## src/rtl/dma_byte_engine.sv

```systemverilog
`timescale 1ns/1ps
module dma_byte_engine #(
  parameter int AW       = 16,
  parameter int BKW      = 8,
  parameter int DW       = 8,
  parameter int BW       = 8,
  parameter int OVH_CYC  = 8,
  parameter int BYTE_CYC = 8,
  parameter logic [BKW-1:0] RAM_BANK_LO = 8'h7E,
  parameter logic [BKW-1:0] RAM_BANK_HI = 8'h7F,
  parameter logic [BW-1:0]  RAM_PORT    = 8'h80
) (
  input  logic               clk,
  input  logic               rst_n,
  input  logic               start,
  input  logic               cfg_b_to_a,
  input  logic [2:0]         cfg_mode,
  input  logic [1:0]         cfg_step,
  input  logic [BW-1:0]      cfg_port,
  input  logic [AW-1:0]      cfg_count,
  input  logic [BKW-1:0]     cfg_bank,
  input  logic [AW-1:0]      cfg_addr,
  input  logic               line_hit,
  output logic               busy,
  output logic               done,
  output logic               aborted,
  output logic [AW-1:0]      cur_addr,
  output logic [AW-1:0]      cur_count,
  output logic               a_req,
  output logic               a_we,
  output logic [BKW+AW-1:0]  a_addr,
  output logic [DW-1:0]      a_wdata,
  input  logic [DW-1:0]      a_rdata,
  input  logic               a_ack,
  output logic               b_req,
  output logic               b_we,
  output logic [BW-1:0]      b_addr,
  output logic [DW-1:0]      b_wdata,
  input  logic [DW-1:0]      b_rdata,
  input  logic               b_ack
);
  localparam int TMAX = (OVH_CYC > BYTE_CYC) ? OVH_CYC : BYTE_CYC;
  localparam int TW   = $clog2(TMAX + 1);
  localparam logic [TW-1:0] OVH_LAST  = TW'(OVH_CYC - 1);
  localparam logic [TW-1:0] SLOT_LAST = TW'(BYTE_CYC - 1);
  localparam logic [TW-1:0] T_SAT     = TW'(TMAX);

  typedef enum logic [2:0] {S_IDLE, S_OVH, S_RD, S_WR, S_PAD} st_t;

  st_t            st;
  logic [TW-1:0]  tcnt;
  logic           rev_q, blk_q;
  logic [2:0]     mode_q;
  logic [1:0]     step_q, pos_q, off;
  logic [BW-1:0]  port_q;
  logic [BKW-1:0] bank_q;
  logic [AW-1:0]  addr_q, cnt_q, addr_nxt;
  logic [DW-1:0]  data_q;
  logic           done_q, abort_q;
  logic           step_ack, slot_end, blocked_cfg;

  always_comb begin
    case (mode_q)
      3'd1, 3'd5: off = {1'b0, pos_q[0]};
      3'd3, 3'd7: off = {1'b0, pos_q[1]};
      3'd4:       off = pos_q;
      default:    off = 2'd0;
    endcase
  end

  assign addr_nxt = step_q[1] ? addr_q : (step_q[0] ? addr_q - 1'b1 : addr_q + 1'b1);
  assign blocked_cfg = (cfg_bank == RAM_BANK_LO || cfg_bank == RAM_BANK_HI) &&
                       cfg_port == RAM_PORT && !cfg_b_to_a;

  assign busy      = st != S_IDLE;
  assign done      = done_q;
  assign aborted   = abort_q;
  assign cur_addr  = addr_q;
  assign cur_count = cnt_q;

  assign a_req   = (st == S_RD && !rev_q) || (st == S_WR && rev_q);
  assign a_we    = st == S_WR && rev_q;
  assign a_addr  = {bank_q, addr_q};
  assign a_wdata = data_q;
  assign b_req   = (st == S_RD && rev_q) || (st == S_WR && !rev_q);
  assign b_we    = st == S_WR && !rev_q;
  assign b_addr  = port_q + {{(BW-2){1'b0}}, off};
  assign b_wdata = data_q;

  assign step_ack = (st == S_RD) ? (rev_q ? b_ack : a_ack) : (rev_q ? a_ack : b_ack);
  assign slot_end = st == S_PAD && tcnt >= SLOT_LAST;

  always_ff @(posedge clk) begin
    if (!rst_n) begin
      st      <= S_IDLE;
      tcnt    <= '0;
      rev_q   <= 1'b0;
      blk_q   <= 1'b0;
      mode_q  <= '0;
      step_q  <= '0;
      pos_q   <= '0;
      port_q  <= '0;
      bank_q  <= '0;
      addr_q  <= '0;
      cnt_q   <= '0;
      data_q  <= '0;
      done_q  <= 1'b0;
      abort_q <= 1'b0;
    end else begin
      done_q  <= 1'b0;
      abort_q <= 1'b0;
      if (st != S_IDLE && tcnt != T_SAT) tcnt <= tcnt + 1'b1;
      if (st != S_IDLE && line_hit) begin
        st      <= S_IDLE;
        done_q  <= 1'b1;
        abort_q <= 1'b1;
      end else begin
        case (st)
          S_IDLE: if (start) begin
            st     <= S_OVH;
            tcnt   <= '0;
            rev_q  <= cfg_b_to_a;
            blk_q  <= blocked_cfg;
            mode_q <= cfg_mode;
            step_q <= cfg_step;
            pos_q  <= '0;
            port_q <= cfg_port;
            bank_q <= cfg_bank;
            addr_q <= cfg_addr;
            cnt_q  <= cfg_count;
          end
          S_OVH: if (tcnt >= OVH_LAST) begin
            tcnt <= '0;
            st   <= blk_q ? S_PAD : S_RD;
          end
          S_RD: if (step_ack) begin
            data_q <= rev_q ? b_rdata : a_rdata;
            st     <= S_WR;
          end
          S_WR: if (step_ack) st <= S_PAD;
          S_PAD: if (slot_end) begin
            addr_q <= addr_nxt;
            cnt_q  <= cnt_q - 1'b1;
            pos_q  <= pos_q + 1'b1;
            tcnt   <= '0;
            if (cnt_q == {{(AW-1){1'b0}}, 1'b1}) begin
              st     <= S_IDLE;
              done_q <= 1'b1;
            end else begin
              st <= blk_q ? S_PAD : S_RD;
            end
          end
          default: st <= S_IDLE;
        endcase
      end
    end
  end


  abort_end_chk: assert property (@(posedge clk) disable iff (!rst_n)
    (busy && line_hit) |=> (!busy && done && aborted));


  abort_hold_chk: assert property (@(posedge clk) disable iff (!rst_n)
    (busy && line_hit) |=> ($stable(cur_addr) && $stable(cur_count)));


  blocked_quiet_chk: assert property (@(posedge clk) disable iff (!rst_n)
    (busy && blk_q) |-> !(a_req || b_req));


  count_step_chk: assert property (@(posedge clk) disable iff (!rst_n)
    ($past(busy) && busy && cur_count != $past(cur_count)) |-> cur_count == $past(cur_count) - 1'b1);


  start_ignored_chk: assert property (@(posedge clk) disable iff (!rst_n)
    (busy && start) |=> ($stable(bank_q) && $stable(port_q) && $stable(mode_q)));


  done_pulse_chk: assert property (@(posedge clk) disable iff (!rst_n)
    done |-> (!busy && $onehot0({a_req, b_req})) ##1 !done);


  one_bus_chk: assert property (@(posedge clk) disable iff (!rst_n)
    $onehot0({a_req, b_req}));
endmodule

```

## config.mk

```make
export PLATFORM = sky130hd
export DESIGN_NAME = dma_byte_engine
export DESIGN_NICKNAME = d
export VERILOG_FILES = /design/src/rtl/dma_byte_engine.sv
export SDC_FILE = /design/constraint.sdc
export NUM_CORES = 1
export LEC_CHECK = 0
export BUFFER_PORTS_ARGS = -buffer_cell sky130_fd_sc_hd__buf_2
export CAP_MARGIN = 10
export CORE_ASPECT_RATIO = 1.75
export CORE_MARGIN = 4
export CORE_UTILIZATION = 57
export CTS_BUF_LIST = sky130_fd_sc_hd__clkbuf_8
export CTS_CLUSTER_SIZE = 30
export DETAILED_ROUTE_END_ITERATION = 6
export PLACE_DENSITY = 0.86
export REMOVE_ABC_BUFFERS = 1
export SKIP_CTS_REPAIR_TIMING = 1
export SLEW_MARGIN = 20
export SYNTH_ARGS = -nofsm -noshare
export SYNTH_HDL_FRONTEND = slang
export SYNTH_SLANG_ARGS = --single-unit
```

## constraint.sdc

```tcl
create_clock -name clk -period 6.54 [get_ports clk]
set_clock_uncertainty 0.2 [all_clocks]
set_input_delay 1.308 -clock clk [delete_from_list [all_inputs] [get_ports clk]]
set_output_delay 1.308 -clock clk [all_outputs]
set_load 0.005 [all_outputs]
```

==> impl_metrics.csv, run 1 <==
group,metric,value,unit
floorplanning,coreArea,8260,sq um
place,port_buffers,162,
clocking,h-tree-depth,3,
timing,max_freq,263,MHz
route,first_pass_iters,4,
critical_path,critPathKind,"flip-flop to output port",
synthesis,ys_seq_area_share,30.9,%
synthesis,ys_ff_latch,74,
critical_path,path_common_cell,"o21ai_0",
cells_and_area,areaGrowthSynthToFinish,18.3,%
cells_and_area,n_antenna_cell,0,
critical_path,max_stage_delay,400,ps
clocking,path_clk_slew,80,ps
clocking,cts_made_buffers,9,
clocking,cts_buffer_depth,2,
synthesis,synth-warning-count,0,
place,place.gp.congestion,0.887,
synthesis,synth.area.top_cells,"dfxtp_1, nand2_1, ha_1, o21ai_0, a21boi_0",
place,dp_slack,2630,ps
timing,min_period,3800,ps
route,postRouteAntennaNets,0,
global_routing,grt_usage,25.9,%
cells_and_area,fin_cells,829,
synthesis,synth_area,4790,sq um
synthesis,synthFlopType,"dfxtp_1",
cells_and_area,nFillCells,710,
floorplanning,start_util,58.0,%
timing,layout_setup_ws,2740,ps
global_routing,grt_max_degree,75,
route,wl_per_cell,16.2,um
clocking,cts.root.buffer_cell,"clkbuf_8",
power_and_ir_drop,p_per_area,232,nW/um^2
critical_path,worstPathCellList,"o21ai_0 -> o21ai_0 -> ha_1 -> inv_1 -> fa_1 -> nor2b_1 -> nand4_1 -> xnor2_1 -> buf_2",
clocking,clock-sinks,74,
critical_path,crit_path_end_kind,"output port",
timing,finalCritPeriodShare,58.1,%
floorplanning,die-area,9990,sq um
critical_path,critPathSlowestCell,"fa_1",
synthesis,async_flop_share,0,%
route,drt_iter0_drc,304,
cells_and_area,drive_gt1_share,26.6,%
hold_path,hold_class,"flip-flop to flip-flop",
outcome,status,"finished, final reports clean",
floorplanning,row_count,44,
synthesis,netlist_instances,612,
cells_and_area,final_net_count,830,
floorplanning,io_pins,163,
place,place_hpwl,9.84,mm
cells_and_area,layout_common_cells,"buf_2, nand2_1, dfxtp_1, nor2_1, o21ai_0",
critical_path,critPathRequiredTime,5030,ps
cells_and_area,final_common_cell,"buf_2",
critical_path,start_kind,"flip-flop",
route,drc,0,
synthesis,synth_top_area_share,30.9,%
clocking,cts_tree,"yes",
global_routing,antenna_found_initial,0,
place,dp_cells,813,
global_routing,first_global_vias,4832,
critical_path,arrival,2290,ps
route,wl,13.4,mm
clocking,clock_latency,350,ps
route,post_drt_via_cell_ratio,6.01,
run,drv_cap,0,
global_routing,grt.overflow.total,0,
timing,tightest_slew,813,ps
route,vias,4985,
synthesis,syn-mean-instance-area,7.82,sq um
synthesis,synth_edf_count,0,
synthesis,synth_cell_types,63,
synthesis,yosys.area.top_type,"dfxtp_1",
power_and_ir_drop,max-vdd-ir-drop,143,uV
timing,max_slew_margin,45.8,%
timing,setup_viol,0,
global_routing,grt_pass1_wl,21.3,mm
timing,setup-tns-final,0,ps
critical_path,cp_max_fo,5,
timing,rsz0062_at_grt,"false",
floorplanning,die_h,129,um
floorplanning,die_w,77.3,um
power_and_ir_drop,power_leakage,2.73,nW
timing,drv_slew,0,
timing,hold_viol,0,
## layer usage
metal	global-route usage, %	share of wire (%)
met5	0	0
met2	50.8	54
met1	25.4	36
met4	14.6	3.9
met3	4.10	5.6
## synth_stat cells (4+ instances only)
master and count:
a211oi_1 4, a21boi_0 26, a21o_1 8, a21oi_1 36, a22oi_1 8, a2bb2oi_1 4
a31oi_1 7, a41oi_1 4, and2_1 12, and3_1 5, buf_2 7, buf_4 24
clkbuf_1 26, dfxtp_1 74, ha_1 20, inv_1 11, mux2i_1 12, nand2_1 99
nand2b_1 5, nand3_1 10, nand4_1 8, nor2_1 45, nor2b_1 6, nor3_1 11
nor4_1 5, o211a_1 12, o211ai_1 8, o21ai_0 40, o21bai_1 4, o31ai_1 5
or3_1 4, xnor2_1 10, xor2_1 7
## path summary, 6_finish.rpt
kind | slack (ps) | end | cells after the start | start
hold reg to reg | 280 | bank_q[3] | 2 | bank_q[3]
setup reg to reg | 3350 | cur_addr[14] | 6 | st[2]
hold / removal | 280 | bank_q[3] | 2 | bank_q[3]
setup / recovery | 2740 | b_addr[6] | 9 | pos_q[0]
## logic make-up after synthesis
kind of cell	Yosys count	share of synthesized area (%)
DFF	74	30.9
adders and majority gates	23	6.27
xor gates and xnor gates	17	3.11
and+or+nand+nor	225	22.0
muxes	12	2.51
buffers and inverters	70	7.58
AOI/OAI and AO/OA	191	27.6
## critical path, delay by kind of cell (launching register included)
kind	cells	cell delay, ps
XOR/XNOR	1	180
adder cells (fa/ha/maj)	2	590
AND/OR/NAND/NOR	2	310
flip-flops	1	390
buffers and inverters	2	190
AO/OA/AOI/OAI	2	270
## layout make-up
| type | instances | area (sq um) | area share (%) |
|---|---|---|---|
| clock inverter | 7 | 93.8 | 1.66 |
| timing repair buffer | 168 | 856 | 15.1 |
| tap | 92 | 115 | 2.03 |
| inverter | 11 | 41.3 | 0.729 |
| sequential | 74 | 1480 | 26.1 |
| clock buffer | 9 | 124 | 2.19 |
| multi-input combinational | 468 | 2960 | 52.2 |
## state kept, by name (all words and copies together), names as in the netlist, 2 cells and up
| signal | count |
|---|---|
| cur_addr | 16 |
| a_wdata | 8 |
| st | 3 |
| pos_q | 2 |
| mode_q | 3 |
| bank_q | 8 |
| cur_count | 16 |
| tcnt | 4 |
| step_q | 2 |
| port_q | 8 |
## through the flow
step | util, % | power [mW] | instance area, sq um | hold WS (ps)
after detailed placement | 66.0 | 0.929 | 5450 | 268
after floorplan | - | 0.776 | 4470 | 248
after global routing | 68.6 | 1.39 | 5670 | 298
after global placement | 66.0 | 0.913 | 5450 | 255
after CTS | 68.6 | 1.32 | 5670 | 278
final | 68.6 | 1.31 | 5670 | 279
## power breakdown
part	internal, mW	leakage (nW)	switching [mW]	total (mW)
combinational	0.163	2.02	0.208	0.371
sequential	0.494	0.607	0.0582	0.553
clock	0.214	0.105	0.177	0.391
total	0.871	2.73	0.443	1.31
Power figures use the tool's default switching activity.
==> inputs of run 2 (changes only) <==
CORE_UTILIZATION = 53   (was 57)
PLACE_DENSITY = 0.81   (was 0.86)
clock period = 3.5 ns   (was 6.54 ns; I/O delays follow)
==> impl_metrics.csv, run 2 (synthesis results as in run 1) <==
group,metric,value,unit
timing,hold_viol,0,
critical_path,crit_path_end_kind,"output port",
place,place.gp.congestion,0.946,
power_and_ir_drop,p_switching,0.820,mW
critical_path,critPathKind,"flip-flop to output port",
global_routing,grt_pass1_wl,21.4,mm
timing,max_freq,316,MHz
clocking,path_clk_slew,80,ps
route,vias,5019,
global_routing,grt.overflow.total,0,
critical_path,cp_max_fo,5,
floorplanning,die-area,10700,sq um
global_routing,grt_usage,24.6,%
power_and_ir_drop,comb_power_share,29.6,%
critical_path,arrival,2270,ps
route,drc,0,
clocking,h-tree-depth,3,
clocking,cts.root.buffer_cell,"clkbuf_8",
critical_path,crit_buf_inv,2,
critical_path,worstPathCellList,"o21ai_0 -> o21ai_0 -> ha_1 -> inv_1 -> fa_1 -> nor2b_1 -> nand4_1 -> xnor2_1 -> buf_2",
timing,layout_setup_ws,334,ps
timing,setup-tns-final,0,ps
cells_and_area,n_antenna_cell,0,
power_and_ir_drop,p_per_area,423,nW/um^2
power_and_ir_drop,pwr-share-seq,42.1,%
outcome,status,"finished, final reports clean",
floorplanning,start_util,54.9,%
clocking,cts_buffer_depth,2,
route,wl,13.4,mm
timing,rsz0062_at_grt,"false",
timing,max_slew_margin,47.6,%
critical_path,critPathRequiredTime,2600,ps
global_routing,antenna_found_initial,0,
place,dp_slack,625,ps
floorplanning,die_h,134,um
route,postRouteAntennaNets,0,
place,port_buffers,162,
timing,drv_slew,0,
clocking,cts_tree,"yes",
floorplanning,coreArea,8730,sq um
clocking,clock-sinks,74,
floorplanning,die_w,79.9,um
critical_path,start_kind,"flip-flop",
route,drt_iter0_drc,287,
power_and_ir_drop,intPower,1.60,mW
power_and_ir_drop,switching_share,33.9,%
power_and_ir_drop,power_leakage,2.75,nW
critical_path,critical_path.top_delay_family,"adder cells",
run,drv_cap,0,
critical_path,max_stage_delay,400,ps
timing,min_period,3170,ps
power_and_ir_drop,clockPowerShare,28.3,%
cells_and_area,areaGrowthSynthToFinish,19.5,%
timing,finalCritPeriodShare,90.4,%
place,place_hpwl,10.2,mm
critical_path,path_common_cell,"o21ai_0",
timing,setup_viol,0,
floorplanning,io_pins,163,
floorplanning,row_count,45,
clocking,cts_made_buffers,9,
route,post_drt_via_cell_ratio,5.84,
route,wl_per_cell,15.7,um
cells_and_area,layout_common_cells,"buf_2, nand2_1, dfxtp_1, nor2_1, o21ai_0",
cells_and_area,final_net_count,835,
hold_path,hold_class,"flip-flop to flip-flop",
cells_and_area,drive_gt1_share,27.1,%
route,first_pass_iters,4,
cells_and_area,final_common_cell,"buf_2",
critical_path,critPathSlowestCell,"fa_1",
power_and_ir_drop,max-vdd-ir-drop,274,uV
timing,tightest_slew,786,ps
clocking,clock_latency,350,ps
global_routing,first_global_vias,4772,
global_routing,grt_max_degree,41,
-- run 2: changes by cell type in the layout (fill, tap and decap cells not counted) --
cell / previous run / this run
clkinv_4: 1 / 0
clkinvlp_4: 2 / 1
clkbuf_8: 9 / 11
bufinv_16: 2 / 1
buf_4: 6 / 11
clkinv_2: 2 / 3
-- run 2: metrics by stage --
stage | hold WS (ps) | area (sq um) | utilization, % | cells | power (mW)
global route | 300 | 5720 | 65.6 | 859 | 2.56
global placement | 249 | 5520 | 63.2 | 843 | 1.72
floorplan | 248 | 4470 | - | 553 | 1.45
CTS | 273 | 5720 | 65.6 | 859 | 2.43
finish | 271 | 5720 | 65.6 | 859 | 2.42
detailed placement | 263 | 5520 | 63.2 | 843 | 1.75
-- run 2: power by group through the flow --
stage | clock, mW | combinational [mW] | sequential (mW)
final | 0.686 | 0.716 | 1.02
after global routing | 0.735 | 0.796 | 1.03
after CTS | 0.696 | 0.715 | 1.02
after detailed placement | 0 | 0.712 | 1.04
after global placement | 0 | 0.693 | 1.03
after floorplan | 0 | 0.415 | 1.03
-- run 2: tightest hold or removal path, cell delays in order, from the launching register on --
cell,delay [ps]
dfxtp_1,320
nand2_1,50
a21boi_0,60
-- run 2: final timing paths --
path	slack, ps	cells past startpoint	to	startpoint
hold reg to reg	270	2	bank_q[1]	bank_q[1]
setup / recovery	330	9	b_addr[6]	pos_q[0]
hold / removal	270	2	bank_q[1]	bank_q[1]
setup reg to reg	760	5	cur_addr[15]	st[2]
-- run 2: layout make-up --
type                    count  area (sq um)
clock inverters             5          52.6
repair buffers            173           893
flip-flops and latches     74          1480
well taps                 117           146
clock buffers              11           151
inverters                  11          41.3
fillers                   760          3010
multi-input cells         468          2960
-- run 2: routing by layer --
layer	track usage [%]	wire length [um]
met1	26.6	4850
met2	44.5	7260
met3	4.47	838
met4	12.4	494
met5	0	0
